$ cat config.mk
export PLATFORM = sky130hd
export DESIGN_NAME = blink_phase_gen
export DESIGN_NICKNAME = d
export VERILOG_FILES = /design/src/rtl/blink_pkg.sv /design/src/rtl/blink_cmd_latch.sv /design/src/rtl/blink_vsync_edge.sv /design/src/rtl/blink_field_counter.sv /design/src/rtl/blink_phase_compare.sv /design/src/rtl/blink_phase_gen.sv
export SDC_FILE = /design/constraint.sdc
export NUM_CORES = 1
export LEC_CHECK = 0
export BUFFER_PORTS_ARGS = -buffer_cell sky130_fd_sc_hd__clkbuf_2
export CAP_MARGIN = 40
export CORE_UTILIZATION = 30
export DETAILED_ROUTE_END_ITERATION = 12
export SYNTH_ARGS = -nofsm -noshare
export SYNTH_HDL_FRONTEND = slang
export SYNTH_SLANG_ARGS = --single-unit
$ cat constraint.sdc
create_clock -name clk -period 2.25 [get_ports clk]
set_input_delay 0.3375 -clock clk [delete_from_list [all_inputs] [get_ports clk]]
set_output_delay 0.3375 -clock clk [all_outputs]
set_load 0.01 [all_outputs]
$ cat src/rtl/blink_pkg.sv
// Shared types and command decode constants for the blink phase generator.
package blink_pkg;

    localparam logic [3:0] CMD_GROUP = 4'b0101;
    localparam logic [1:0] CMD_SUB   = 2'b01;

    typedef enum logic [1:0] {
        DUTY_SOLID   = 2'd0,
        DUTY_HALF    = 2'd1,
        DUTY_QUARTER = 2'd2,
        DUTY_THREEQ  = 2'd3
    } duty_e;

    typedef struct packed {
        logic [1:0] trim_fmt;
        logic [1:0] period_sel;
        duty_e      duty_sel;
    } blink_cfg_t;

endpackage

$ cat src/rtl/blink_cmd_latch.sv
// Decodes the control word and holds the blink settings.
// Assumes cmd_word is stable while cmd_strobe is high.
module blink_cmd_latch
    import blink_pkg::*;
(
    input  logic        clk,
    input  logic        rst_n,
    input  logic [15:0] cmd_word,
    input  logic        cmd_strobe,
    output blink_cfg_t  cfg,
    output logic        cfg_load
);

    // Match the command code and sub-code.
    always_comb begin
        cfg_load = cmd_strobe && (cmd_word[15:12] == CMD_GROUP)
                              && (cmd_word[11:10] == CMD_SUB);
    end

    // Hold the settings; reset gives period 16 and always on.
    always_ff @(posedge clk) begin
        if (!rst_n) begin
            cfg <= '{trim_fmt: 2'b00, period_sel: 2'b00, duty_sel: DUTY_SOLID};
        end else if (cfg_load) begin
            cfg.trim_fmt   <= cmd_word[9:8];
            cfg.period_sel <= cmd_word[7:6];
            cfg.duty_sel   <= duty_e'(cmd_word[5:4]);
        end
    end

    assert_reject_other_R2: assert property (@(posedge clk) disable iff (!rst_n)
        (cmd_strobe && (cmd_word[15:10] != {CMD_GROUP, CMD_SUB})) |=> $stable(cfg));

    assert_fields_taken_R1: assert property (@(posedge clk) disable iff (!rst_n)
        cfg_load |=> (cfg.trim_fmt == $past(cmd_word[9:8])) &&
                     (cfg.period_sel == $past(cmd_word[7:6])));

endmodule

$ cat src/rtl/blink_vsync_edge.sv
// Turns the vertical sync level into a single-clock advance pulse on its
// rising edge. Assumes vsync_in is already synchronous to clk.
module blink_vsync_edge (
    input  logic clk,
    input  logic rst_n,
    input  logic vsync_in,
    output logic advance
);

    logic vsync_q;

    // Remember the previous level.
    always_ff @(posedge clk) begin
        if (!rst_n) vsync_q <= 1'b0;
        else        vsync_q <= vsync_in;
    end

    // Rising edge detect.
    always_comb advance = vsync_in && !vsync_q;

    assert_single_advance_R10: assert property (@(posedge clk) disable iff (!rst_n)
        advance |=> !advance);

endmodule

$ cat src/rtl/blink_field_counter.sv
// Counts vertical fields modulo the selected period. A load clears the
// count and takes precedence over an advance in the same clock.
module blink_field_counter #(
    parameter int BASE_FIELDS = 16,
    parameter int CNT_W       = $clog2(4 * BASE_FIELDS),
    parameter int LEN_W       = $clog2(4 * BASE_FIELDS + 1)
) (
    input  logic             clk,
    input  logic             rst_n,
    input  logic             advance,
    input  logic             clear,
    input  logic [1:0]       period_sel,
    output logic [CNT_W-1:0] field_cnt,
    output logic [LEN_W-1:0] period_len
);

    logic [LEN_W-1:0] mult;
    logic             at_last;

    // Period length is a whole multiple of the base field count.
    always_comb begin
        mult       = LEN_W'(period_sel) + LEN_W'(1);
        period_len = LEN_W'(BASE_FIELDS) * mult;
        at_last    = ({1'b0, field_cnt} == period_len - LEN_W'(1));
    end

    // Advance on each vsync edge, wrap at the period, clear on load.
    always_ff @(posedge clk) begin
        if (!rst_n || clear) field_cnt <= '0;
        else if (advance)    field_cnt <= at_last ? '0 : field_cnt + CNT_W'(1);
    end

    assert_cnt_in_period_R3: assert property (@(posedge clk) disable iff (!rst_n)
        ({1'b0, field_cnt} < period_len));

    assert_load_clears_R8: assert property (@(posedge clk) disable iff (!rst_n)
        clear |=> (field_cnt == '0));

    assert_hold_without_edge_R10: assert property (@(posedge clk) disable iff (!rst_n)
        (!clear && !advance) |=> $stable(field_cnt));

endmodule

$ cat src/rtl/blink_phase_compare.sv
// Derives the on-phase length from the duty code and compares the field
// count against it. Every period starts with the on phase.
module blink_phase_compare
    import blink_pkg::*;
#(
    parameter int CNT_W = 6,
    parameter int LEN_W = 7
) (
    input  logic             clk,
    input  logic             rst_n,
    input  duty_e            duty_sel,
    input  logic [CNT_W-1:0] field_cnt,
    input  logic [LEN_W-1:0] period_len,
    output logic             visible
);

    logic [LEN_W-1:0] on_len;

    // On length: full, half, quarter or three quarters of the period.
    always_comb begin
        unique case (duty_sel)
            DUTY_SOLID:   on_len = period_len;
            DUTY_HALF:    on_len = period_len >> 1;
            DUTY_QUARTER: on_len = period_len >> 2;
            DUTY_THREEQ:  on_len = period_len - (period_len >> 2);
            default:      on_len = period_len;
        endcase
        visible = ({1'b0, field_cnt} < on_len);
    end

    assert_solid_visible_R4: assert property (@(posedge clk) disable iff (!rst_n)
        (duty_sel == DUTY_SOLID) |-> visible);

    assert_period_starts_on_R8: assert property (@(posedge clk) disable iff (!rst_n)
        (field_cnt == '0) |-> visible);

endmodule

$ cat src/rtl/blink_phase_gen.sv
// Top level: blink visibility shared by characters and sprite.
// Assumes all inputs are synchronous to clk.
module blink_phase_gen
    import blink_pkg::*;
#(
    parameter int BASE_FIELDS = 16
) (
    input  logic        clk,
    input  logic        rst_n,
    input  logic        vsync_in,
    input  logic [15:0] cmd_word,
    input  logic        cmd_strobe,
    output logic        blink_visible,
    output logic [1:0]  trim_fmt
);

    localparam int CNT_W = $clog2(4 * BASE_FIELDS);
    localparam int LEN_W = $clog2(4 * BASE_FIELDS + 1);

    blink_cfg_t       cfg;
    logic             cfg_load;
    logic             advance;
    logic [CNT_W-1:0] field_cnt;
    logic [LEN_W-1:0] period_len;

    blink_cmd_latch u_cmd (
        .clk(clk), .rst_n(rst_n), .cmd_word(cmd_word),
        .cmd_strobe(cmd_strobe), .cfg(cfg), .cfg_load(cfg_load)
    );

    blink_vsync_edge u_edge (
        .clk(clk), .rst_n(rst_n), .vsync_in(vsync_in), .advance(advance)
    );

    blink_field_counter #(
        .BASE_FIELDS(BASE_FIELDS), .CNT_W(CNT_W), .LEN_W(LEN_W)
    ) u_cnt (
        .clk(clk), .rst_n(rst_n), .advance(advance), .clear(cfg_load),
        .period_sel(cfg.period_sel), .field_cnt(field_cnt),
        .period_len(period_len)
    );

    blink_phase_compare #(.CNT_W(CNT_W), .LEN_W(LEN_W)) u_cmp (
        .clk(clk), .rst_n(rst_n), .duty_sel(cfg.duty_sel),
        .field_cnt(field_cnt), .period_len(period_len),
        .visible(blink_visible)
    );

    // Trimming format passes straight through from the latch.
    always_comb trim_fmt = cfg.trim_fmt;

endmodule

# After elaboration in Yosys (flattened, before gate mapping)
# Index checks and enable logic that the tools add are counted.
# op_classes
add_sub_neg	4
n_lt_le_gt_ge	1
n_eq_ne	6
mux	2
reduce_logical	7
# ops
cell	count
7-bit one-hot mux with 4 select lines	1
6-bit by 7-bit equality test with 1-bit output	1
6-bit by 7-bit less-than comparator with 1-bit output	1
7-bit by 1-bit subtractor with 7-bit output, second input constant	1
7-bit by 5-bit subtractor with 7-bit output	1
6-bit by 1-bit adder with 6-bit output, second input constant	1
6-bit two-way mux	1
2-bit by 1-bit equality test with 1-bit output, second input constant	2
2-bit equality test, second input constant	2
4-bit by 3-bit equality test with 1-bit output, second input constant	1
2-bit by 1-bit adder with 3-bit output, second input constant	1
1-bit logical AND	3
1-bit logical NOT	2
2-bit logical NOT	1
1-bit logical OR	1
# totals
register_bits	13
in_bits	20
output_inout_bits	3
wordCells	25

# Longest topological paths before layout
# Gate-level depths: netlist of the first run.
# logic_depth
word_depth	4
ltp_mapped	9
depth_no_buf	9

# Hierarchy
# From an unflattened synthesis of the first run, not the netlist that was laid out.
# hier_totals
hier_cells	139
area_unflattened_um2	1233.7
# modules_own_cells
mod	n_inst	cells_per_inst	area_per_inst_um2	seq_area_each_um2
blink_phase_compare	1	60	515.5	0.0
blink_field_counter	1	48	417.9	120.1
blink_cmd_latch	1	28	260.2	120.1
blink_vsync_edge	1	3	40.0	20.0

# Worst setup path after synthesis of the first run
# Ideal clock, no wire load.
# synth_timing
path_kind	register to output
start	register u_cmd.cfg[2] (netlist name)
end	output blink_visible
t_arrival_ns	1.672
t_required_ns	1.913
path_slack_ns	0.241
path_stages_with_launch	9
path_buffers	0
cell_sequence	dfxtp_1 inv_1 ha_1 nor2b_1 xnor2_1 ha_1 a21oi_1 o21ai_0 o211ai_1
# synth_between
elab_chain_len	4
# synth_rtl
element	line_no	rtl
2-bit by 1-bit adder with 3-bit output *	blink_field_counter.sv:22	mult = LEN_W'(period_sel) + LEN_W'(1);
7-bit by 5-bit subtractor with 7-bit output	blink_phase_compare.sv:25	DUTY_THREEQ: on_len = period_len - (period_len >> 2);
7-bit one-hot mux with 4 select lines *	blink_phase_compare.sv:21	unique case (duty_sel)
6-bit by 7-bit less-than comparator with 1-bit output *	blink_phase_compare.sv:28	visible = ({1'b0, field_cnt} < on_len);
to (decl)	blink_phase_gen.sv:13	output logic blink_visible,
# Mark *: on every way between the ends. The rest lies on a longest branch, timed or not.

# Worst setup path in the final report of the first run
# layout_timing
start	register u_cmd.cfg[2] (netlist name)
end	output blink_visible
# layout_between
elab_chain_len	4
# layout_rtl
element	line_no
2-bit by 1-bit adder with 3-bit output *	blink_field_counter.sv:22
7-bit by 5-bit subtractor with 7-bit output	blink_phase_compare.sv:25
7-bit one-hot mux with 4 select lines *	blink_phase_compare.sv:21
6-bit by 7-bit less-than comparator with 1-bit output *	blink_phase_compare.sv:28
# Marks and branches as above.

==> flow_results.org, run 1 <==
** Run status
- Status :: completed

** Routing
- Iter 0 DRT Violations :: 4
- Overall via count from detail_route :: ~650
- Post-detailed-route DRC marker count :: 0
- After detailed routing, the number of vias per cell comes to 4.599.
- First-pass detailed-route iteration total :: 2
- Total Wirelength :: 1495 um
- In the final routed layout, each cell accounts on average for 10.53 um.
- Count of antenna-violating nets left after detailed routing :: 0

** Setup path
- For this run, the slowest stage of the critical path takes ~0.33 ns.
- The largest individual stage delay along the critical path comes from the cell dfxtp_2.
- Traced cell by cell, the critical path runs through buf_6 > buf_4 > nor2b_1 > xnor2_1 > ha_1 > a21oi_2 > o21ai_1 > o211ai_1 > buf_2.
- Crit. End Element :: output pin
- Critical Path Source Type :: register
- The worst register-to-register path ends at u_cnt.field_cnt[0].
- Setup slack of the worst register-to-register path :: about 0.57 ns
- The worst register-to-register path begins at u_cmd.cfg[2].
- In this run the worst setup path terminates at blink_visible.
- Along the worst path, the maximum fanout reaches 5.
- Counting cells, the worst reg-to-reg path comes to 7.
- The worst setup path is of the reg2out kind.
- First element of the critical path :: u_cmd.cfg[2]
- For the worst setup path, the data arrival time is approximately 1.9 ns.
- Critical path data required time :: 1.91 ns

** GRT
- The first global-routing pass estimated 2532 um of wire.
- Maximum number of pins on one net before global-route repair :: 10
- Via count of the first global-routing pass :: a little over 600
- Remaining global-route overflow :: 0
- The initial antenna violation count came to 0.
- Total Routing Usage GR :: about an eighth

** Synth
- Count of unique library cells instantiated by Yosys :: 26
- Flops & latches, synth :: 13
- Number of enable-type register cells in the synthesized netlist :: 0
- Number of instances in the synthesized netlist :: 89
- The share of synthesized area in the top cell type comes to 33.17%.
- Of all flip-flops after synthesis, the portion carrying an async set or reset was 0%.
- Synth Cell Area :: 784.5 um^2
- Synthesis produced a netlist with a net count of 117.
- Ranking of synthesized cells by area :: dfxtp_1 33%, ha_1 13%, mux2i_1 11%
- Fraction of the yosys area taken by sequential cells :: about a third
- In the synthesized netlist, the cells that appear most often are 13 x dfxtp_1, 12 x nor2_1, 9 x mux2i_1.
- During synthesis, Yosys emitted a total of 0 warnings.
- Prevailing post-synth register cell :: dfxtp_1
- A synthesized cell averages roughly 8.8 um^2.
- Most frequently used cell type in the post-synthesis netlist :: dfxtp_1
- Leading area contributor after synthesis :: dfxtp_1

** Timing
- Transition time at the pin with the least slew margin :: 0.2934 ns
- The worst path uses 97.26% of the clock period.
- The final number of max-transition violations was 0.
- Clock skew :: between 0.002 and 0.003 ns
- Setup violations remaining at the end of the flow were counted as 0.
- Max Freq :: 457.0 MHz
- Counting I/O delays and the setup requirement, the final critical path takes approximately 2.2 ns.
- The worst pin sits at a relative slew slack of 80.41%.
- Setup repair after global routing could not meet its margin everywhere.
- Final hold violation count :: 0

** Job
- Max-cap violations in this run came to 0.

** Place
- Last weighted congestion value of the routability-driven placer :: between 0.7 and 0.8
- Input and output buffers added on the ports amount to 18.
- Post-DP HPWL :: 1129 um
- After detailed placement, the design holds a cell count of approximately 130.

** Cells and area
- Final instance count without filler cells :: 142
- In the final layout, the multi-input gates occupy 533.0 um^2.
- Area used by sequential logic in the layout :: 265.3 um^2
- 0 antenna diodes ended up in the layout.
- Finished Core Util :: approximately two fifths
- Area Overhead vs Synth :: 29.98%
- For this run, the post-layout net count is ~140.
- Share of final-layout standard cells stronger than drive strength 1 :: 36.61%
- The filler cells instantiated in the layout total roughly 260.

** Clocking
- At the later pin of the worst-skew pair, clock insertion delay measures roughly 0.27 ns.
- The tree is rooted in a clkbuf_4.
- CTS saw 13 sinks.
- Number of H-tree levels :: 1
- Clock edge transition at the registers on the reported setup and hold paths :: 0.08 ns
- TritonCTS clock tree :: done
- Counting along the longest clock path gives a buffer depth of 2.
- Counting the buffers created by CTS gives 3.

** Floorplanning
- The die is about 53 um tall.
- Count of standard-cell rows :: 18
- Io pins :: 23
- Once the floorplan was initialized, standard cells occupied about a third of the core.
- The total area inside the core boundary comes to 2477 um^2.
- Full die area :: around 2800 um^2
- Horizontal die dimension :: 53.14 um

** Min path
- Class of the tightest hold or removal check :: in2reg

** Power
- Power spread over the standard cell area amounts to 408.4 nW/um^2.
- The worst-case IR drop observed on VDD is 370.3 uV.
- For this design the static power due to leakage is about 0.43 nW.
-- power breakdown --
group | internal, mW | switching [mW] | total, mW
registers | 0.234 | 0.00357 | 0.237
clock network | 0.0686 | 0.0729 | 0.142
logic | 0.0215 | 0.0163 | 0.0378
total | 0.324 | 0.0928 | 0.416
-- how the worst min path moves through the flow --
stage,start,end,cells past startpoint
floorplan,rst_n,u_edge.vsync_q,1
global placement,u_cmd.cfg[4],u_cmd.cfg[4],2
detailed placement,u_cmd.cfg[5],u_cmd.cfg[5],2
CTS,vsync_in,u_edge.vsync_q,2
global route,rst_n,u_edge.vsync_q,2
finish,vsync_in,u_edge.vsync_q,2
-- cell usage in the layout, fill, tap and decap left out, drive strengths merged, types with 2 or more instances in the layout --
master | netlist | final
and3 | 2 | 2
mux2i | 9 | 9
nand2 | 5 | 5
nand4 | 2 | 2
ha | 8 | 8
nor2b | 3 | 3
dfxtp | 13 | 13
a21oi | 3 | 3
nand3 | 2 | 2
xor2 | 6 | 6
buf | 4 | 8
o21ai | 4 | 4
clkbuf | 2 | 21
xnor2 | 2 | 2
inv | 3 | 3
nor2 | 12 | 12
-- worst max-delay path, delay by kind of cell (launching register included) --
| kind | cells | cell delay (ns) |
|---|---|---|
| buffers and inverters | 3 | 0.42 |
| DFF | 1 | 0.33 |
| AOI/OAI and AO/OA | 3 | 0.27 |
| adders and majority gates | 1 | 0.26 |
| and+or+nand+nor | 1 | 0.15 |
| xor gates and xnor gates | 1 | 0.14 |
-- routing by layer --
metal / vias up / wire length [um] / GRT usage, % / share of wire, %
li1: 347 / - / - / -
met1: 292 / 673 / 13.23 / 45
met2: 12 / 759 / 23.42 / 51
met3: 2 / 43 / 1.724 / 2.9
met4: 0 / 18 / 5.263 / 1.2
met5: - / 0 / 0 / 0
-- state kept, by name, indices dropped and copies added, names as in the netlist --
name	count
u_edge.vsync_q	1
u_cmd.cfg	6
u_cnt.field_cnt	6
-- repair_timing --
action,CTS,global route
cloned,0,0
hold buffers,0,0
hold endpoints to repair,0,0
setup buffers,0,4
pin swaps,7,7
gates resized for setup,9,10
setup endpoints to repair,1,1
-- layout make-up --
type                       instances  share of cell area (%)
sequential                        13                   26.01
tap                               30                   3.681
inverter                           3                   1.104
multi-input combinational         67                   52.27
clock buffer                       4                   2.577
timing repair buffer              25                   14.36
-- cell families (layout without fill, tap and decap cells) --
kind of cell | count (synthesis) | in the layout | synth area share (%)
flops | 13 | 13 | 33.17
compound gates | 9 | 9 | 6.699
fa+ha+maj | 8 | 8 | 12.76
buf+inv | 9 | 32 | 5.582
xor+xnor | 8 | 8 | 8.932
simple gates | 33 | 33 | 21.37
mux | 9 | 9 | 11.48
-- through the flow --
| step | hold slack (ns) | cell area [um^2] | setup WS (ns) | power, mW | setup TNS (ns) |
|---|---|---|---|---|---|
| final | 0.2805 | 1020 | 0.06175 | 0.4165 | 0 |
| after CTS | 0.2780 | 968.4 | 0.005205 | 0.4223 | 0 |
| after global placement | 0.4793 | 908.4 | 0.1660 | 0.2789 | 0 |
| after global routing | 0.2781 | 1020 | -0.04113 | 0.4422 | -0.04113 |
| after floorplan | 0.4592 | 784.5 | 0.2410 | 0.2618 | 0 |
| after detailed placement | 0.4848 | 908.4 | 0.1927 | 0.2807 | 0 |
(Power assumes the default switching activity.)
==> run 2, diff against run 1 <==
CTS_CLUSTER_SIZE = 14   (was not set)
clock period = 2.6 ns   (was 2.25 ns; I/O delays follow)
==> run 2 against run 1 <==
  * Global-route usage down 0.85 points
  * Routed wire length down 8.6%
  * First-iteration DRC count down 50%
  * Clock power down 14%
  * Register-to-register slack better by 0.40 ns
  * Flip-flop and latch count unchanged
  * Hold slack better by 0.057 ns
  * Combinational power down 21%
  * Non-clock buffer count down 5
  * Die area unchanged
  * Sequential power down 13%
  * Setup slack better by 0.11 ns
  * Critical path type unchanged
  * Largest cell class unchanged
==> flow_results.org, run 2 (same netlist as run 1, synthesis figures left out) <==
** Cells and area
- Cells with a size suffix above 1 make up approximately a quarter of the layout.
- Registers with the most flip-flops :: u_cmd.cfg: 6 flops, u_cnt.field_cnt: 6 flops, u_edge.vsync_q: 1 flops
- Most frequent cells in the layout :: 18 x clkbuf_2, 13 x dfxtp_1, 12 x nor2_1
- Fillers :: 280
- Area Overhead vs Synth :: 18.18%
- At the end of the flow, the number of nets in the layout was 136.
- Final instance count without filler cells :: about 140
- The multi-input combinational cells in the finished layout cover a total of approximately 500 um^2.
- Leading cell type in the layout, fill and taps excluded :: clkbuf_2
- Registers take 260.3 um^2.
- 0 antenna diodes ended up in the layout.

** Setup path
- Start of the worst register-to-register path :: u_cmd.cfg[2]
- For the worst flop-to-flop path, the logic depth is 6.
- For this design, the slowest cell found on the critical path is ha_1.
- At the worst endpoint, the required time is 2.21 ns.
- Largest stage delay on the critical path :: approximately 0.34 ns
- The worst setup path is captured at an output pin.
- STA classifies the critical path startpoint as a register.
- Worst-path fanout max :: 4
- Critical Path, Cell by Cell :: inv_1 > ha_1 > nor2b_1 > xnor2_1 > ha_1 > a21oi_1 > o21ai_0 > o211ai_1 > clkbuf_2
- At the worst endpoint, the arrival time is 2.04 ns.
- The setup path with the least slack is of type reg2out.
- Endpoint of the worst-slack reg-to-reg timing path :: u_cnt.field_cnt[0]
- Critical Path Most Common Cell :: ha_1
- For flop-to-flop paths, the worst setup slack is 0.97 ns.

** GRT
- The initial antenna violation count was 0.
- Entering global routing, the biggest net connects 10 pins.
- The number of global-route vias before repair is 565.
- The first global-routing pass estimated 2339 um of wire.
- Remaining global-route overflow :: 0
- Total Routing Usage GR :: 11.46%

** Clocking
- The root buffer cell chosen for the clock tree is clkbuf_4.
- Insertion delay to the later sink of the worst-skew pair :: 0.27 ns
- For this design, the sink count on the clock tree is 13.
- Largest buffer count on any clock path :: 2
- TritonCTS clock tree :: done
- Clock edge transition at the registers on the reported setup and hold paths :: 0.08 ns
- Number of instances resized during post-cts repair :: 0
- After clock tree synthesis, the flow added hold-fix buffers numbering 0.
- In this run the number of H-tree levels came out at 1.
- Total clock buffers created by CTS :: 3
- Post-CTS Setup Repair Bufs :: 0

** Place
- After legalization and detailed placement, the total HPWL measured 1071 um.
- The congestion estimate from routability-driven global placement came to 0.7641.
- Count of placed standard cells including taps :: 133
- Number of buffers added on ports :: 18

** Floorplanning
- Die Y :: between 50 and 60 um
- Count of standard-cell rows :: 18
- Horizontal die dimension :: 53.14 um
- Starting density of the core :: 31.67%
- Io pins :: 23
- The core region is between 2000 and 2500 um^2.
- Full die area :: 2823 um^2

** Timing
- For the final routed database, the setup TNS stands at 0 ns.
- Shortest clock period the worst path allows after layout :: 2.433 ns
- Crit share post-route :: roughly 94%
- Number of slew-limit violations in the final report :: 0
- Headroom to the max-slew limit came out at 67.00%.
- Derived from the worst setup path, the maximum achievable clock frequency is 411.0 MHz.
- Final hold violation count :: 0
- RSZ-0062 raised after global routing :: false
- Final Setup Violations :: 0
- Transition time at the pin with the least slew margin :: 0.4940 ns
- Between clock sinks in the finished design, the worst skew comes to between 0.003 and 0.004 ns.

** Routing
- Iter 0 DRT Violations :: 2
- Routed via count divided by cell count :: roughly 4.6
- Detailed-route wire length per cell :: between 9 and 10 um
- Total Wirelength :: about 1400 um
- Post-detailed-route DRC marker count :: 0
- Across all layers, the routed design uses 634 vias.
- Before antenna repair, the detailed router went through 2 iterations.
- Count of antenna-violating nets left after detailed routing :: 0

** Job
- The tool flagged a number of max-cap violations equal to 0.

** Power
- Power per cell area :: 386.0 nW/um^2
- Across the VDD grid, the largest voltage drop is 235.5 uV.
- For this design the static power due to leakage is 0.4069 nW.

** Min path
- The worst hold path passes through 2 cells.
- End point of the most critical hold path :: u_edge.vsync_q
- Startpoint of the worst hold path :: rst_n
- The worst hold path belongs to the class in2reg.

** Run status
- The run finished with clean final reports.
-- run 2: layout make-up --
type / count / share of cell area (%)
multi-input combinational: 67 / 52.50
inverter: 3 / 1.215
tap: 30 / 4.049
clock buffer: 4 / 2.834
sequential: 13 / 28.07
timing repair buffer: 20 / 11.34
-- run 2: power breakdown --
part	internal (mW)	total (mW)	switching [mW]	leakage, nW
Sequential	0.203	0.206	0.00298	0.105
Clock	0.0593	0.122	0.0625	0.0150
Combinational	0.0165	0.0300	0.0134	0.287
-- run 2: stage by stage --
step                      worst slack (ns)  hold slack [ns]  cell area, um^2  utilization [%]  total power [mW]
after floorplan                     0.5385           0.4617            784.5                -            0.2265
after global placement              0.4646           0.4803            900.9            36.36            0.2399
after detailed placement            0.4571           0.4913            900.9            36.36            0.2411
after CTS                           0.1291           0.3294            927.1            37.42            0.3638
after global routing               0.03943           0.3332            927.1            37.42            0.3768
final                               0.1669           0.3379            927.1            37.42            0.3579
-- run 2: layer usage --
metal	GRT usage, %	vias up	part of all wire (%)
met3	2.586	2	2.7
met1	12.84	289	48
met4	5.263	0	1.2
met2	20.25	10	48
li1	-	333	-
met5	0	-	0
-- run 2: worst max path at each step --
stage | from | to | slack [ns]
finish | u_cmd.cfg[2] | blink_visible | 0.17
global route | u_cmd.cfg[3] | blink_visible | 0.04
global placement | u_cmd.cfg[2] | blink_visible | 0.46
CTS | u_cmd.cfg[3] | blink_visible | 0.13
detailed placement | u_cmd.cfg[3] | blink_visible | 0.46
floorplan | u_cmd.cfg[2] | blink_visible | 0.54
-- run 2: critical path, delay by kind of cell (launching register included) --
family                     cells  cell delay [ns]
AOI/OAI and AO/OA              3             0.33
DFF                            1             0.33
adders and majority gates      2             0.60
xor gates and xnor gates       1             0.15
buffers and inverters          2             0.20
and+or+nand+nor                1             0.17
==> run 3, diff against run 2 <==
clock period = 2.02 ns   (was 2.6 ns; I/O delays follow)
==> run 3 against run 2 <==
  * The run now ends with negative setup slack left
  * Global-route usage up 2.3 points
  * Sequential share of layout area down 1.8 points
  * Clock-buffer cell count down 1
  * Highest routed layer unchanged
==> flow_results.org, run 3 (same netlist as run 1, synthesis figures left out) <==
** Job
- Max-cap violations :: 0

** Setup path
- Crit. End Element :: output pin
- Start of the worst register-to-register path :: u_cmd.cfg[3]
- At the worst endpoint, the required time is about 1.7 ns.
- Data arrival time of the critical path :: 1.87 ns
- Largest stage delay on the critical path :: 0.38 ns
- Counting cells, the worst reg-to-reg path comes to 6.
- The worst setup path is launched from a register.
- Setup slack on the worst reg-to-reg path comes out at approximately 0.37 ns.
- Path type of the worst setup path :: reg2out
- The endpoint identified for the worst register-to-register timing path is u_cnt.field_cnt[1].
- Traced cell by cell, the critical path runs through ha_4 > nor2b_2 > xnor2_1 > ha_1 > a21oi_2 > o21ai_1 > o211ai_1 > buf_2.
- Of all nets on the critical path, the largest fanout is 5.
- Worst-path cell with the longest stage delay :: dfxtp_4

** Place
- Post-DP HPWL :: ~1100 um
- Number of buffers added on ports :: 18
- In this run the cell area measured after placement is around 920 um^2.
- Last weighted congestion value of the routability-driven placer :: 0.7257
- Timing analysis after detailed placement gives a worst setup slack of -0.008184 ns.
- The number of placed instances, taps included, is 135.

** Cells and area
- The filler cells instantiated in the layout total around 270.
- Number of nets in the finished design :: ~140
- Post-route cell area :: 1011 um^2
- Area Overhead vs Synth :: 28.87%
- Diodes inserted :: 0
- Share of final-layout standard cells stronger than drive strength 1 :: between 30% and 40%
- Most frequent cells in the layout :: 17 x clkbuf_2, 12 x nor2_1, 11 x dfxtp_1
- Registers with the most flip-flops :: u_cmd.cfg: 6 flops, u_cnt.field_cnt: 6 flops, u_edge.vsync_q: 1 flops
- Final instance count without filler cells :: 140
- Leading cell type in the layout, fill and taps excluded :: clkbuf_2

** Timing
- The final number of hold-violating endpoints came to 0.
- Setup Total Neg Slack :: -0.1523 ns
- Final Setup Violations :: 1
- Measured against its own limit, the worst slew margin works out to 79.69%.
- Crit share post-route :: 107.5%
- RSZ-0062 raised after global routing :: true
- Across all setup checks in the final design, the least slack found is -0.1523 ns.
- For this run, the top clock speed supported by timing is 460.4 MHz.
- Number of slew-limit violations in the final report :: 0
- Worst Hold Margin :: 0.2361 ns
- The worst path in the final design needs a cycle of 2.172 ns, including I/O delays and setup.
- Clock skew :: 0.002270 ns
- Transition time at the pin with the least slew margin :: a little over 0.3 ns

** Run status
- Failing checks :: negative setup slack
- The run finished, with violations left.

** Clocking
- Total clock buffers created by CTS :: 3
- The clock reaches the later pin of the worst-skew pair after 0.28 ns.
- Clock Tree Root :: clkbuf_4
- Clk sink count :: 13
- CTS built an H-tree with a depth of 1.
- TritonCTS clock tree :: done
- In this run, post-CTS hold repair placed 0 buffers.
- Clock-pin slew was measured on the worst setup and hold paths at 0.08 ns.
- The clock passes through at most 2 buffers.

** Min path
- Counting instances, the worst hold path has a depth of 2.
- Startpoint of the worst hold path :: vsync_in
- End point of the most critical hold path :: u_edge.vsync_q
- In this run the worst hold path is classified as in2reg.

** Routing
- After detailed routing, the met2 layer carries 724 um of wire.
- Summing over every cut layer, the via total after detailed routing is 654.
- Once detail routing completed, the nets flagged for antenna violations numbered 0.
- Total Wirelength :: 1487 um
- Iter 0 DRT Violations :: 2
- First-pass detailed-route iteration total :: 4
- Dividing the detail-routed wire length by the instance count gives 10.62 um.
- WL met3 :: 43 um
- Highest layer used for signal routing :: met4
- After detailed routing, the number of remaining DRC violations is 0.
- Routed via count divided by cell count :: 4.671
- For this block, wires on met1 add up to 678 um.

** Floorplanning
- The core region is 2477 um^2.
- Die Y :: 53.14 um
- Full die area :: 2823 um^2
- Count of standard-cell rows :: 18
- The initial utilization of the core area, before any placement, comes to between 30% and 40%.
- Io pins :: 23
- Horizontal die dimension :: 53.14 um

** GRT
- Maximum number of pins on one net before global-route repair :: 10
- The initial antenna violation count is 0.
- The first global-routing pass estimated 2753 um of wire.
- Total Routing Usage GR :: a little over an eighth
- The number of global-route vias before repair was 668.
- Remaining global-route overflow :: 0

** Power
- Leakage power :: around 0.42 nW
- Power per cell area :: roughly 460 nW/um^2
- Across the VDD grid, the largest voltage drop is 421.1 uV.
run 3: changes by cell type in the layout (fill, tap and decap cells not counted), sizes merged:
| cell | before | now |
|---|---|---|
| buf | 2 | 6 |
| clkbuf | 22 | 20 |
| clkinv | 0 | 1 |
run 3: metal layers:
metal  global-route usage, %  up-vias
met2                   23.84       12
li1                        -      341
met4                   9.211        0
met5                       0        -
met3                   2.586        4
met1                   14.95      297
run 3: power breakdown:
group / internal (mW) / total [mW] / switching (mW)
clock: 0.0734 / 0.160 / 0.0868
combinational: 0.0237 / 0.0417 / 0.0180
sequential: 0.260 / 0.265 / 0.00431
run 3: area by class of cell:
class                   instances  area, um^2  share of cell area [%]
inverters                       3       11.26                   1.114
flip-flops and latches         13       265.3                   26.24
well taps                      30       37.54                   3.713
repair buffers                 23       131.4                   13.00
clock inverters                 1       5.005                  0.4950
multi-input cells              67       538.0                   53.22
clock buffers                   3       22.52                   2.228
run 3: timing repair:
action	4_1_cts	5_1_grt
pin swaps	9	3
resized for setup	15	4
buffers inserted	1	0
endpoints found under the setup margin	1	1
run 3: worst max path at each step:
stage | startpoint | endpoint | slack (ns)
floorplan | u_cmd.cfg[2] | blink_visible | 0.05
global placement | u_cmd.cfg[2] | blink_visible | -0.02
detailed placement | u_cmd.cfg[2] | blink_visible | -0.008
CTS | u_cmd.cfg[3] | blink_visible | -0.17
global route | u_cmd.cfg[2] | blink_visible | -0.27
finish | u_cmd.cfg[3] | blink_visible | -0.15
run 3: critical path, delay by kind of cell, from the launching register on:
kind	cells	cell delay [ns]
compound gates	3	0.29
flops	1	0.38
fa+ha+maj	2	0.52
buf+inv	1	0.15
simple gates	1	0.12
xor+xnor	1	0.12
run 3: stage by stage:
stage               util (%)  power (mW)
finish                 40.81      0.4665
global route           40.81      0.4942
CTS                    40.51      0.4742
detailed placement     36.97      0.3130
global placement       36.97      0.3110
floorplan                  -      0.2916
